File: src/rtl/thread_sel_pkg.sv
`timescale 1ns/1ps
package thread_sel_pkg;

  // Instruction class carried in the two most significant instruction bits.
  typedef enum logic [1:0] {
    CLS_SIMPLE = 2'b00,
    CLS_DIV    = 2'b01,
    CLS_FLOAT  = 2'b10,
    CLS_BRANCH = 2'b11
  } instr_cls_e;

  function automatic instr_cls_e cls_of(input logic [1:0] top_bits);
    return instr_cls_e'(top_bits);
  endfunction

  // Any class other than simple parks the issuing thread.
  function automatic logic parks_thread(input logic [1:0] top_bits);
    return cls_of(top_bits) != CLS_SIMPLE;
  endfunction

endpackage

File: src/rtl/tid_decode.sv
`timescale 1ns/1ps
// Turns a set of tagged pulses into a per-thread mask.
module tid_decode #(
  parameter int N     = 4,
  parameter int NSRC  = 4,
  parameter int TID_W = 2
) (
  input  logic [NSRC-1:0]            src_vld,
  input  logic [NSRC-1:0][TID_W-1:0] src_tid,
  output logic [N-1:0]               hit_mask
);

  always_comb begin
    hit_mask = '0;
    for (int s = 0; s < NSRC; s++) begin
      for (int t = 0; t < N; t++) begin
        if (src_vld[s] && (int'(src_tid[s]) == t)) begin
          hit_mask[t] = 1'b1;
        end
      end
    end
  end

endmodule

File: src/rtl/thread_slot.sv
`timescale 1ns/1ps
// One thread's fetch slot and wait flag.
module thread_slot #(
  parameter int W = 32
) (
  input  logic         clk,
  input  logic         rst_n,
  input  logic         fill_vld,
  input  logic [W-1:0] fill_instr,
  input  logic         flush,
  input  logic         take,
  input  logic         park_miss,
  input  logic         wake,
  output logic         slot_vld,
  output logic [W-1:0] slot_instr,
  output logic         waiting
);
  import thread_sel_pkg::*;

  logic         vld_q, vld_d;
  logic [W-1:0] instr_q, instr_d;
  logic         instr_en;
  logic         wait_q, wait_d;
  logic         park_issue;
  logic         park_any;

  // Slot: flush beats everything; fill lands when empty or when drained now.
  always_comb begin
    instr_en = fill_vld && !flush && (!vld_q || take);
    instr_d  = fill_instr;
    if (flush) begin
      vld_d = 1'b0;
    end else if (instr_en) begin
      vld_d = 1'b1;
    end else if (take) begin
      vld_d = 1'b0;
    end else begin
      vld_d = vld_q;
    end
  end

  // Wait flag: any park beats a wake in the same cycle; flush leaves it alone.
  always_comb begin
    park_issue = take && parks_thread(instr_q[W-1 -: 2]);
    park_any   = park_issue || park_miss;
    if (park_any) begin
      wait_d = 1'b1;
    end else if (wake) begin
      wait_d = 1'b0;
    end else begin
      wait_d = wait_q;
    end
  end

  always_ff @(posedge clk or negedge rst_n) begin
    if (!rst_n) begin
      vld_q  <= 1'b0;
      wait_q <= 1'b0;
    end else begin
      vld_q  <= vld_d;
      wait_q <= wait_d;
    end
  end

  always_ff @(posedge clk or negedge rst_n) begin
    if (!rst_n) begin
      instr_q <= '0;
    end else if (instr_en) begin
      instr_q <= instr_d;
    end
  end

  assign slot_vld   = vld_q;
  assign slot_instr = instr_q;
  assign waiting    = wait_q;

endmodule

File: src/rtl/rr_pick.sv
`timescale 1ns/1ps
// Round-robin pick: first requester at or after the start index, wrapping.
module rr_pick #(
  parameter int N     = 4,
  parameter int TID_W = 2
) (
  input  logic [N-1:0]     req,
  input  logic [TID_W-1:0] start,
  output logic [N-1:0]     gnt,
  output logic [TID_W-1:0] gnt_idx,
  output logic             any
);

  always_comb begin
    gnt     = '0;
    gnt_idx = '0;
    any     = 1'b0;
    for (int i = 0; i < N; i++) begin
      int j;
      j = int'(start) + i;
      if (j >= N) begin
        j = j - N;
      end
      if (!any && req[j]) begin
        any     = 1'b1;
        gnt[j]  = 1'b1;
        gnt_idx = TID_W'(j);
      end
    end
  end

endmodule

File: src/rtl/thread_select_sched.sv
`timescale 1ns/1ps
module thread_select_sched #(
  parameter int NUM_THREADS = 4,
  parameter int INSTR_W     = 32,
  parameter int TID_W       = (NUM_THREADS > 1) ? $clog2(NUM_THREADS) : 1
) (
  input  logic                           clk,
  input  logic                           rst_n,
  input  logic [NUM_THREADS-1:0]         fill_vld_i,
  input  logic [NUM_THREADS*INSTR_W-1:0] fill_instr_i,
  input  logic [NUM_THREADS-1:0]         stall_i,
  input  logic [NUM_THREADS-1:0]         flush_i,
  input  logic                           miss_vld_i,
  input  logic [TID_W-1:0]               miss_tid_i,
  input  logic                           div_done_vld_i,
  input  logic [TID_W-1:0]               div_done_tid_i,
  input  logic                           fpu_done_vld_i,
  input  logic [TID_W-1:0]               fpu_done_tid_i,
  input  logic                           ld_done_vld_i,
  input  logic [TID_W-1:0]               ld_done_tid_i,
  input  logic                           br_done_vld_i,
  input  logic [TID_W-1:0]               br_done_tid_i,
  output logic [NUM_THREADS-1:0]         grant_o,
  output logic                           grant_vld_o,
  output logic [INSTR_W-1:0]             grant_instr_o,
  output logic [NUM_THREADS-1:0]         slot_full_o
);

  localparam int N         = NUM_THREADS;
  localparam int W         = INSTR_W;
  localparam int NUM_WAKE  = 4;
  localparam logic [TID_W-1:0] LAST_TID = TID_W'(N - 1);

  logic [N-1:0]          slot_vld;
  logic [N-1:0][W-1:0]   slot_instr;
  logic [N-1:0]          wait_vec;
  logic [N-1:0]          wake_vec;
  logic [N-1:0]          miss_vec;
  logic [N-1:0]          eligible;
  logic [N-1:0]          gnt;
  logic [TID_W-1:0]      gnt_idx;
  logic                  gnt_any;
  logic [TID_W-1:0]      start_q, start_d;
  logic                  start_en;
  logic [W-1:0]          instr_mux;

  logic [NUM_WAKE-1:0]            wake_src_vld;
  logic [NUM_WAKE-1:0][TID_W-1:0] wake_src_tid;

  assign wake_src_vld = {br_done_vld_i, ld_done_vld_i, fpu_done_vld_i, div_done_vld_i};
  assign wake_src_tid = {br_done_tid_i, ld_done_tid_i, fpu_done_tid_i, div_done_tid_i};

  tid_decode #(.N(N), .NSRC(NUM_WAKE), .TID_W(TID_W)) u_wake_dec (
    .src_vld  (wake_src_vld),
    .src_tid  (wake_src_tid),
    .hit_mask (wake_vec)
  );

  tid_decode #(.N(N), .NSRC(1), .TID_W(TID_W)) u_miss_dec (
    .src_vld  (miss_vld_i),
    .src_tid  (miss_tid_i),
    .hit_mask (miss_vec)
  );

  for (genvar t = 0; t < N; t++) begin : g_slot
    thread_slot #(.W(W)) u_slot (
      .clk        (clk),
      .rst_n      (rst_n),
      .fill_vld   (fill_vld_i[t]),
      .fill_instr (fill_instr_i[t*W +: W]),
      .flush      (flush_i[t]),
      .take       (gnt[t]),
      .park_miss  (miss_vec[t]),
      .wake       (wake_vec[t]),
      .slot_vld   (slot_vld[t]),
      .slot_instr (slot_instr[t]),
      .waiting    (wait_vec[t])
    );
  end

  assign eligible = slot_vld & ~wait_vec & ~stall_i & ~flush_i;

  rr_pick #(.N(N), .TID_W(TID_W)) u_pick (
    .req     (eligible),
    .start   (start_q),
    .gnt     (gnt),
    .gnt_idx (gnt_idx),
    .any     (gnt_any)
  );

  // Search start moves to the thread after the winner.
  always_comb begin
    start_en = gnt_any;
    start_d  = (gnt_idx == LAST_TID) ? '0 : gnt_idx + TID_W'(1);
  end

  always_ff @(posedge clk or negedge rst_n) begin
    if (!rst_n) begin
      start_q <= '0;
    end else if (start_en) begin
      start_q <= start_d;
    end
  end

  always_comb begin
    instr_mux = '0;
    for (int t = 0; t < N; t++) begin
      instr_mux = instr_mux | (slot_instr[t] & {W{gnt[t]}});
    end
  end

  assign grant_o       = gnt;
  assign grant_vld_o   = gnt_any;
  assign grant_instr_o = instr_mux;
  assign slot_full_o   = slot_vld;

endmodule

File: config.mk
export PLATFORM = sky130hd
export DESIGN_NAME = thread_select_sched
export DESIGN_NICKNAME = d
export VERILOG_FILES = /design/src/rtl/thread_sel_pkg.sv /design/src/rtl/tid_decode.sv /design/src/rtl/thread_slot.sv /design/src/rtl/rr_pick.sv /design/src/rtl/thread_select_sched.sv
export SDC_FILE = /design/constraint.sdc
export NUM_CORES = 1
export LEC_CHECK = 0
export BUFFER_PORTS_ARGS = -buffer_cell sky130_fd_sc_hd__buf_2
export CAP_MARGIN = 20
export CORE_MARGIN = 5
export CORE_UTILIZATION = 45
export DETAILED_ROUTE_END_ITERATION = 10
export PLACE_DENSITY_LB_ADDON = 0.05
export SYNTH_ARGS = -nofsm -noshare
export SYNTH_HDL_FRONTEND = slang
export SYNTH_SLANG_ARGS = --single-unit
File: constraint.sdc
create_clock -name clk -period 3.1 [get_ports clk]
set_input_delay 0 -clock clk [delete_from_list [all_inputs] [get_ports clk]]
set_output_delay 0 -clock clk [all_outputs]
set_load 0.01 [all_outputs]
==> results of run 1 <==
layer usage:
metal	vias to the layer above	track usage, %	share of wire, %
met2	408	45.10	49
met3	66	6.256	7.8
met1	3670	35.04	41
met4	0	9.465	2.7
li1	3262	-	-
met5	-	0	0
final cells by class:
class	count	area, um2
antenna	1	2.502
clock buffer	17	425.4
clock inverter	15	165.2
fill	1258	5439
inverter	14	53.80
multi-input combinational	444	4373
sequential	138	3453
tap	225	281.5
timing repair buffer	405	3163
cell usage after synthesis (5+ instances only):
library cell,count
dfrtp_1,138
or2_2,5
nand3_1,40
ha_1,7
a22o_1,32
mux2_4,90
buf_6,13
nand2_1,54
buf_4,8
inv_1,13
mux2_2,8
clkbuf_1,28
a221oi_1,32
nor3b_1,5
o22ai_1,7
a222oi_1,32
mux2_1,30
nor2b_1,32
power breakdown:
part	internal (mW)	switching, mW	total [mW]
registers	2.48	0.610	3.09
clock network	1.20	0.859	2.06
logic	2.31	2.10	4.41
total	6.00	3.56	9.56
worst max-delay path, cell delays in order, from the launching register on:
cell	delay, ns
dfrtp_1	0.38
or4b_4	0.54
mux4_2	0.51
buf_6	0.15
nand3_4	0.07
a31oi_4	0.16
buf_6	0.19
a222oi_1	0.39
nand3_1	0.17
buf_2	0.17
placed cells by master (no fill, tap or decap), types with 6 or more instances in the layout:
cell type | synthesis | layout
clkbuf_16 | 0 | 18
o22ai_1 | 7 | 7
ha_1 | 7 | 6
a222oi_1 | 32 | 32
a22o_1 | 32 | 32
dlygate4sd3_1 | 0 | 149
mux2_1 | 30 | 30
a221oi_1 | 32 | 24
inv_1 | 13 | 13
buf_4 | 8 | 33
o311a_4 | 4 | 6
buf_2 | 2 | 194
dfrtp_1 | 138 | 138
buf_6 | 13 | 14
mux2_4 | 90 | 92
nor2b_1 | 32 | 32
nand3_1 | 40 | 39
mux2_2 | 8 | 6
buf_12 | 0 | 12
nand2_1 | 54 | 53
a221oi_2 | 0 | 8
state kept, by name, summed over array words and instances, names as in the netlist:
name,flops
g_slot.u_slot.slot_vld,4
g_slot.u_slot.waiting,4
start_q,2
g_slot.u_slot.slot_instr,128
cell families (layout without fill, tap and decap cells):
logic type	count (synthesis)	count (layout)
AND/OR/NAND/NOR	162	162
multiplexers	134	134
other	0	1
AO/OA/AOI/OAI	137	138
flip-flops	138	138
XOR/XNOR	3	3
adder cells (fa/ha/maj)	7	7
buffers and inverters	67	451
worst max-delay path by stage:
stage / start / to / slack [ns] / cells past startpoint
after floorplan: start_q[0]$_DFFE_PN0P_ / g_slot[3].u_slot.slot_instr[10]$_DFFE_PN0P_ / 0.06 / 10
after global placement: g_slot[0].u_slot.waiting$_DFFE_PN0P_ / g_slot[0].u_slot.slot_instr[1]$_DFFE_PN0P_ / 0.04 / 6
after detailed placement: g_slot[2].u_slot.waiting$_DFFE_PN0P_ / g_slot[0].u_slot.slot_instr[1]$_DFFE_PN0P_ / 0.01 / 6
after CTS: g_slot[2].u_slot.waiting$_DFFE_PN0P_ / grant_instr_o[10] / -0.02 / 10
after global routing: g_slot[0].u_slot.waiting$_DFFE_PN0P_ / grant_instr_o[20] / -0.20 / 9
final: g_slot[0].u_slot.waiting$_DFFE_PN0P_ / grant_instr_o[6] / -0.08 / 9
timing repair:
item / CTS / global route
resized for setup: 44 / 27
setup buffers: 4 / 2
gates cloned: 2 / 2
setup endpoints to repair: 36 / 94
hold buffers: 149 / 0
pin swaps: 35 / 24
hold endpoints to repair: 210 / 0
==> results.tsv, run 1 <==
stage	metric	value	unit
synthesis	yosysTopAreaCellShare	43.17	%
sta	fin_crit	3.177	ns
job	maxCapViolCount	0	
clocking	cts_sinks	138	
drt	drt-wirelength-per-cell	22.58	um
cells_and_area	layout.cells.non_filler	1259	
placed_design	place_area	0.009422	mm2
sta	maxSlewViolCount	0	
sta	rsz0062_at_grt	true	
critical_path	worst_r2r_startpoint	g_slot[0].u_slot.waiting$_DFFE_PN0P_	
synthesis	synth.largest_area_cell	dfrtp_1	
cells_and_area	post-route-util	68.66	%
min_path	hold_class	in -> async	
cells_and_area	drive_gt1_share	42.30	%
placed_design	place_inst	1069	
sta	layout_setup_ws	-0.07658	ns
synthesis	syn_area	0.008000	mm2
grt	overflow	0	
critical_path	cp.arrival	3.18	ns
power	total_power	9.560	mW
floorplan	dieWidth	143.3	um
grt	antenna_found_initial	0	
critical_path	critPathKind	reg -> out	
sta	tns	-1.695	ns
floorplan	num_rows	48	
status	violations	setup timing	
grt	track_usage	27.14	%
cells_and_area	final_nets	1184	
floorplan	dieArea	0.02054	mm2
power	p_per_area	802.2	mW/mm2
drt	routed_wl	28430	um
synthesis	ys_seq_area_share	43.17	%
sta	timing.hold.ws	0.1945	ns
critical_path	critPathCaptureType	primary output	
synthesis	synth_warnings	0	
drt	drt_pass1_iterations	6	
drt	drc	0	
power	irDropWorstVdd	612.4	uV
grt	first_global_vias	7878	
synthesis	synthCells	648	
floorplan	die_height	143.3	um
sta	timing.final.crit_share	102.5	%
synthesis	synth_cell_types	51	
critical_path	reg2reg_slack	-0.07	ns
synthesis	syn_avg_cell_area	12.35	um2
clocking	root_buffer	clkbuf_16	
critical_path	worstPathRequired	3.10	ns
synthesis	synth-edff-count	0	
synthesis	synth_area_leaders	dfrtp_1, mux2_4, mux2_1	
floorplan	core_area	0.01736	mm2
placed_design	port-buffer-count	197	
placed_design	gp_congestion	0.8833	
grt	grt_pass1_wl	43170	um
cells_and_area	finalInstanceArea	0.01192	mm2
synthesis	synth-seq-cells	138	
sta	clock.fmax	0.3148	GHz
drt	vias	7406	
placed_design	pre_cts_slack	0.01186	ns
synthesis	synth_compound_area_share	15.94	%
synthesis	synth_flop_cell	dfrtp_1	
drt	final_antenna_net_count	0	
critical_path	critPathMaxFanout	10	
critical_path	r2r_cells	10	
sta	skew	0.01053	ns
grt	grt_max_degree	77	
sta	hold_viol	0	
floorplan	initial_core_util	46.09	%
power	p_leak	5.489	nW
synthesis	async_reset_ff_share	100.0	%
critical_path	r2r_end	g_slot[3].u_slot.slot_instr[31]$_DFFE_PN0P_	
drt	drt_iter0_drc	666	
critical_path	cp-start-kind	register	
clocking	cts_buffers	17	
synthesis	synth-xor-area-share	0.5005	%
cells_and_area	syn2layout_area_growth	48.97	%
sta	worst_pin_slew	0.7490	ns
status	status	complete, but fails checks	
clocking	cts_tree	yes	
synthesis	synth_fp_nets	812	
clocking	insertion_delay	0.42	ns
synthesis	synth.area.mux_share	23.62	%
sta	slew-limit-headroom	50.07	%
synthesis	synth_top_family_by_area	multiplexers	
clocking	ctsLongestPathBuffers	2	
drt	vias_per_cell	5.882	
clocking	cts.clk_slew.worst_paths	0.06	ns
clocking	htree_levels	4	
floorplan	pin_count	198	
sta	setup_viol	38	
synthesis	yosys.area_share.simple	10.92	%
placed_design	hpwl	17370	um
synthesis	synth-adder-area-share	1.095	%
No activity file was read; power rests on OpenSTA's default activity.
==> run 2: changes to the inputs <==
--- a/config.mk
+++ b/config.mk
@@ -7,7 +7,6 @@
 export LEC_CHECK = 0
 export BUFFER_PORTS_ARGS = -buffer_cell sky130_fd_sc_hd__buf_2
 export CAP_MARGIN = 20
-export CORE_MARGIN = 5
 export CORE_UTILIZATION = 45
 export DETAILED_ROUTE_END_ITERATION = 10
 export PLACE_DENSITY_LB_ADDON = 0.05
==> constraint.sdc (replaced) <==
create_clock -name clk -period 4 [get_ports clk]
set_input_delay 0 -clock clk [delete_from_list [all_inputs] [get_ports clk]]
set_output_delay 0 -clock clk [all_outputs]
set_load 0.01 [all_outputs]
==> run 2 against run 1 <==
The flow now finishes without violations; sequential power fell by 22%; combinational power is 32% lower; power down 27%; global-route usage increased by 2.0 points; flip-flop and latch count did not move; clock skew decreased by 0.0045 ns; count of clock-buffer cells in the layout increased by 2; non-clock buffer count down 44; sequential share of layout area grew 1.9 points; setup slack gained 0.32 ns; clock power down 25%; design area decreased by 6.1%; critical path type unchanged; largest cell class unchanged.
==> results.tsv, run 2 (synthesis gave the netlist of run 1 again) <==
stage	metric	value	unit
critical_path	worstPathRequired	4.00	ns
grt	track_usage	29.18	%
sta	tns	0	ns
power	power_switching	2.613	mW
critical_path	startpoint	start_q[0]$_DFFE_PN0P_	
power	p_int	4.378	mW
sta	layout_setup_ws	0.2426	ns
cells_and_area	finalInstanceArea	0.01119	mm2
sta	hold_viol	0	
cells_and_area	n_antenna_cell	0	
power	p_leak	5.164	nW
min_path	min_from	fill_vld_i[0]	
floorplan	num_rows	48	
power	switching_share	37.37	%
grt	first_global_vias	7561	
grt	overflow	0	
power	total_power	6.991	mW
drt	vias_per_cell	5.804	
critical_path	reg2reg_slack	0.28	ns
drt	drt_iter0_drc	535	
status	status	complete, no violations	
cells_and_area	final_nets	1139	
sta	setup_viol	0	
critical_path	r2r_cells	10	
clocking	root_buffer	clkbuf_16	
floorplan	initial_core_util	46.09	%
placed_design	gp_congestion	0.8714	
critical_path	critPathKind	reg -> out	
placed_design	port-buffer-count	197	
critical_path	critPathCaptureType	primary output	
floorplan	die_height	135.3	um
floorplan	dieWidth	135.3	um
sta	worst_pin_slew	1.072	ns
critical_path	cp-start-kind	register	
cells_and_area	drive_gt1_share	38.16	%
clocking	cts_tree	yes	
power	comb_power_share	43.1	%
drt	vias	7040	
power	clock_power_share	22.2	%
critical_path	cp.arrival	3.76	ns
clocking	postCtsSetupRepairBufs	0	
min_path	hold_class	in -> reg	
clocking	ctsLongestPathBuffers	2	
floorplan	dieArea	0.01832	mm2
sta	timing.hold.ws	0.1908	ns
sta	skew	0.005995	ns
drt	drc	0	
grt	grt_pass1_wl	40260	um
critical_path	critPathMaxFanout	34	
floorplan	core_area	0.01736	mm2
cells_and_area	final_common_cell	buf_2	
clocking	insertion_delay	0.43	ns
clocking	cts.clk_slew.worst_paths	0.06	ns
critical_path	worst_r2r_startpoint	start_q[0]$_DFFE_PN0P_	
placed_design	place_area	0.009134	mm2
placed_design	pre_cts_slack	0.5141	ns
min_path	whs_path_depth	3	
sta	maxSlewViolCount	0	
clocking	cts_buffers	17	
drt	final_antenna_net_count	0	
job	maxCapViolCount	0	
placed_design	hpwl	15580	um
drt	drt_pass1_iterations	6	
cells_and_area	fill_cells	1368	
drt	routed_wl	25820	um
grt	grt_max_degree	106	
floorplan	pin_count	198	
cells_and_area	final_cell_mix	buf_2, dlygate4sd3_1, dfrtp_1	
sta	clock.fmax	0.2661	GHz
clocking	cts_sinks	138	
sta	slew-limit-headroom	27.52	%
cells_and_area	largest_reg_flops	128	
min_path	hold_end	g_slot[0].u_slot.slot_instr[2]$_DFFE_PN0P_	
grt	antenna_found_initial	0	
power	irDropWorstVdd	420.9	uV
sta	fin_crit	3.757	ns
clocking	htree_levels	4	
drt	drt-wirelength-per-cell	21.29	um
sta	timing.final.crit_share	93.93	%
sta	rsz0062_at_grt	false	
cells_and_area	syn2layout_area_growth	39.91	%
power	seq_power_share	34.7	%
critical_path	r2r_end	g_slot[3].u_slot.waiting$_DFFE_PN0P_	
power	p_per_area	624.6	mW/mm2
## run 2: layout make-up
cell class | count | area [um2] | share of cell area [%]
Timing Repair Buffer | 361 | 2624 | 23.44
Clock buffer | 19 | 442.9 | 3.957
Multi-Input combinational cell | 443 | 4207 | 37.58
Inverter | 14 | 52.55 | 0.4695
Clock inverter | 13 | 132.6 | 1.185
Tap cell | 225 | 281.5 | 2.515
Sequential cell | 138 | 3453 | 30.85
## run 2: worst max path at each step
| stage | slack [ns] | depth (start not counted) | endpoint |
|---|---|---|---|
| 2_1_floorplan | 0.69 | 10 | g_slot[3].u_slot.slot_instr[10]$_DFFE_PN0P_ |
| 3_3_place_gp | 0.67 | 7 | g_slot[1].u_slot.slot_instr[10]$_DFFE_PN0P_ |
| 3_5_place_dp | 0.51 | 8 | g_slot[1].u_slot.slot_instr[17]$_DFFE_PN0P_ |
| 4_1_cts | 0.12 | 9 | grant_instr_o[2] |
| 5_1_grt | 0.08 | 11 | grant_instr_o[24] |
| 6_report | 0.24 | 11 | grant_instr_o[24] |
## run 2: power groups by stage
stage	clock network, mW	registers, mW	logic, mW
5_1_grt	1.65	2.49	3.24
4_1_cts	1.59	2.40	2.99
3_5_place_dp	0	2.42	2.84
6_report	1.55	2.42	3.01
2_1_floorplan	0	2.25	2.03
3_3_place_gp	0	2.40	2.78
## run 2: layer usage
metal | up-vias | share of wire (%) | track usage [%]
met5 | - | 0 | 0
met1 | 3509 | 43 | 36.95
met3 | 59 | 6.3 | 5.799
met4 | 0 | 2.4 | 12.36
met2 | 311 | 49 | 48.46
li1 | 3161 | - | -
## run 2: per-stage QoR
step           cells  utilization, %
4_1_cts         1213           64.30
5_1_grt         1213           64.49
6_report        1213           64.49
3_5_place_dp    1036           52.62
2_1_floorplan    648               -
3_3_place_gp    1036           52.62
## run 2: worst max-delay path, cell delays in order (launching register included)
cell and delay (ns):
dfrtp_1 0.69, clkinv_1 0.22, ha_1 0.35, buf_4 0.18, nand2b_1 0.15, nor4_2 0.39
o311a_2 0.26, buf_4 0.45, a22o_1 0.22, a221oi_1 0.05, nand3_1 0.18, buf_2 0.16
## run 2: what timing repair did
item                       in CTS  in global routing
gates resized for setup         0                  6
hold endpoints to repair      240                  0
setup endpoints to repair       0                 32
hold buffers                  145                  0
==> run 3: changes to the inputs <==
--- a/config.mk
+++ b/config.mk
@@ -9,7 +9,7 @@
 export CAP_MARGIN = 20
 export CORE_UTILIZATION = 45
 export DETAILED_ROUTE_END_ITERATION = 10
-export PLACE_DENSITY_LB_ADDON = 0.05
+export PLACE_DENSITY = 0.8
 export SYNTH_ARGS = -nofsm -noshare
 export SYNTH_HDL_FRONTEND = slang
 export SYNTH_SLANG_ARGS = --single-unit
==> run 3 against run 2 <==
Wire length up 5.9%; register-to-register slack worse by 0.04 ns; count of clock-buffer cells in the layout up 1; critical path type unchanged.
==> results.tsv, run 3 (synthesis gave the netlist of run 1 again) <==
stage	metric	value	unit
cells_and_area	fill_cells	1244	
floorplan	die_height	135.3	um
grt	track_usage	30.13	%
critical_path	r2r_end	g_slot[3].u_slot.slot_vld$_DFFE_PN0P_	
drt	drt-wirelength-per-cell	22.55	um
drt	vias_per_cell	6.103	
critical_path	crit_path_end	grant_instr_o[8]	
status	status	complete, no violations	
power	p_per_area	640.5	mW/mm2
grt	antenna_found_initial	1	
clocking	cts_hold_buf	143	
sta	setup_viol	0	
cells_and_area	syn2layout_area_growth	40.04	%
grt	first_global_vias	7584	
power	irDropWorstVdd	402.7	uV
cells_and_area	final_nets	1138	
floorplan	dieWidth	135.3	um
clocking	cts_resized	0	
clocking	cts_buffers	17	
cells_and_area	final_common_cell	buf_2	
clocking	root_buffer	clkbuf_16	
clocking	postCtsSetupRepairBufs	0	
sta	maxSlewViolCount	0	
cells_and_area	final-seq-area	0.003453	mm2
drt	routed_wl	27350	um
min_path	hold_class	in -> reg	
clocking	cts_tree	yes	
sta	fin_crit	3.846	ns
critical_path	cp.arrival	3.85	ns
sta	skew	0.007688	ns
cells_and_area	drive_gt1_share	37.69	%
cells_and_area	multiInputGateArea	0.004174	mm2
grt	overflow	0	
sta	layout_setup_ws	0.1536	ns
clocking	htree_levels	4	
clocking	cts_sinks	138	
floorplan	dieArea	0.01832	mm2
sta	slew-limit-headroom	33.42	%
critical_path	cp-start-kind	register	
sta	clock.fmax	0.2600	GHz
critical_path	startpoint	start_q[1]$_DFFE_PN0P_	
cells_and_area	final_cell_mix	buf_2, dlygate4sd3_1, dfrtp_1	
critical_path	critPathKind	reg -> out	
floorplan	num_rows	48	
critical_path	worst_r2r_startpoint	start_q[1]$_DFFE_PN0P_	
grt	grt_max_degree	100	
placed_design	hpwl	15710	um
power	p_leak	5.186	nW
drt	drc	0	
clocking	cts.clk_slew.worst_paths	0.06	ns
sta	rsz0062_at_grt	false	
critical_path	critPathMaxFanout	34	
job	maxCapViolCount	0	
sta	timing.final.crit_share	96.16	%
critical_path	reg2reg_slack	0.24	ns
floorplan	initial_core_util	46.09	%
drt	final_antenna_net_count	0	
drt	drt_iter0_drc	851	
drt	vias	7403	
placed_design	port-buffer-count	197	
critical_path	r2r_cells	9	
grt	grt_pass1_wl	41030	um
floorplan	pin_count	198	
placed_design	gp_congestion	0.9165	
sta	worst_pin_slew	0.9848	ns
critical_path	worstPathRequired	4.00	ns
sta	hold_viol	0	
placed_design	place_area	0.009141	mm2
cells_and_area	finalInstanceArea	0.01120	mm2
critical_path	critPathCaptureType	primary output	
clocking	insertion_delay	0.42	ns
cells_and_area	largest_reg_flops	128	
sta	timing.hold.ws	0.01520	ns
sta	tns	0	ns
floorplan	core_area	0.01736	mm2
drt	drt_pass1_iterations	9	
clocking	ctsLongestPathBuffers	2	
placed_design	pre_cts_slack	0.6761	ns
run 3: power by group:
group          internal (mW)  leakage [nW]  total, mW  switching [mW]
combinational           1.56          3.26       3.06            1.50
sequential              1.93          1.63       2.43           0.506
clock                   1.07         0.302       1.68           0.610
run 3: per-stage QoR:
step,instances,utilization [%],power [mW]
after global placement,1037,52.67,5.175
after CTS,1212,64.53,7.092
after detailed placement,1037,52.67,5.257
after floorplan,648,-,4.277
after global routing,1213,64.55,7.491
final,1213,64.55,7.176
run 3: how the worst min path moves through the flow:
| stage | startpoint | end | cells after the start |
|---|---|---|---|
| after floorplan | rst_n | g_slot[0].u_slot.slot_instr[0]$_DFFE_PN0P_ | 0 |
| after global placement | rst_n | g_slot[3].u_slot.slot_instr[13]$_DFFE_PN0P_ | 1 |
| after detailed placement | rst_n | g_slot[2].u_slot.slot_instr[16]$_DFFE_PN0P_ | 1 |
| after CTS | fpu_done_tid_i[0] | g_slot[2].u_slot.waiting$_DFFE_PN0P_ | 5 |
| after global routing | fpu_done_tid_i[0] | g_slot[2].u_slot.waiting$_DFFE_PN0P_ | 5 |
| final | fpu_done_tid_i[0] | g_slot[2].u_slot.waiting$_DFFE_PN0P_ | 5 |
run 3: worst max-delay path, cell delays in order, from the launching register on:
cell	delay, ns
dfrtp_1	0.45
inv_1	0.17
ha_1	0.46
or2_2	0.35
o41ai_1	0.54
o311a_2	0.35
buf_4	0.47
a22o_1	0.24
a221oi_1	0.05
nand3_1	0.17
buf_2	0.16
run 3: area by class of cell:
class / instances / area share (%)
multi-input combinational: 443 / 37.26
clock inverter: 12 / 1.530
sequential: 138 / 30.82
timing repair buffer: 360 / 23.31
inverter: 14 / 0.4691
antenna: 1 / 0.02234
clock buffer: 20 / 4.076
tap: 225 / 2.513
run 3: per-layer routing:
metal | up-vias | GRT usage [%] | wire length [um]
li1 | 3164 | - | -
met1 | 3637 | 35.71 | 10540
met2 | 516 | 50.60 | 13180
met3 | 86 | 8.530 | 2708
met4 | 0 | 13.73 | 921
met5 | - | 0 | 0
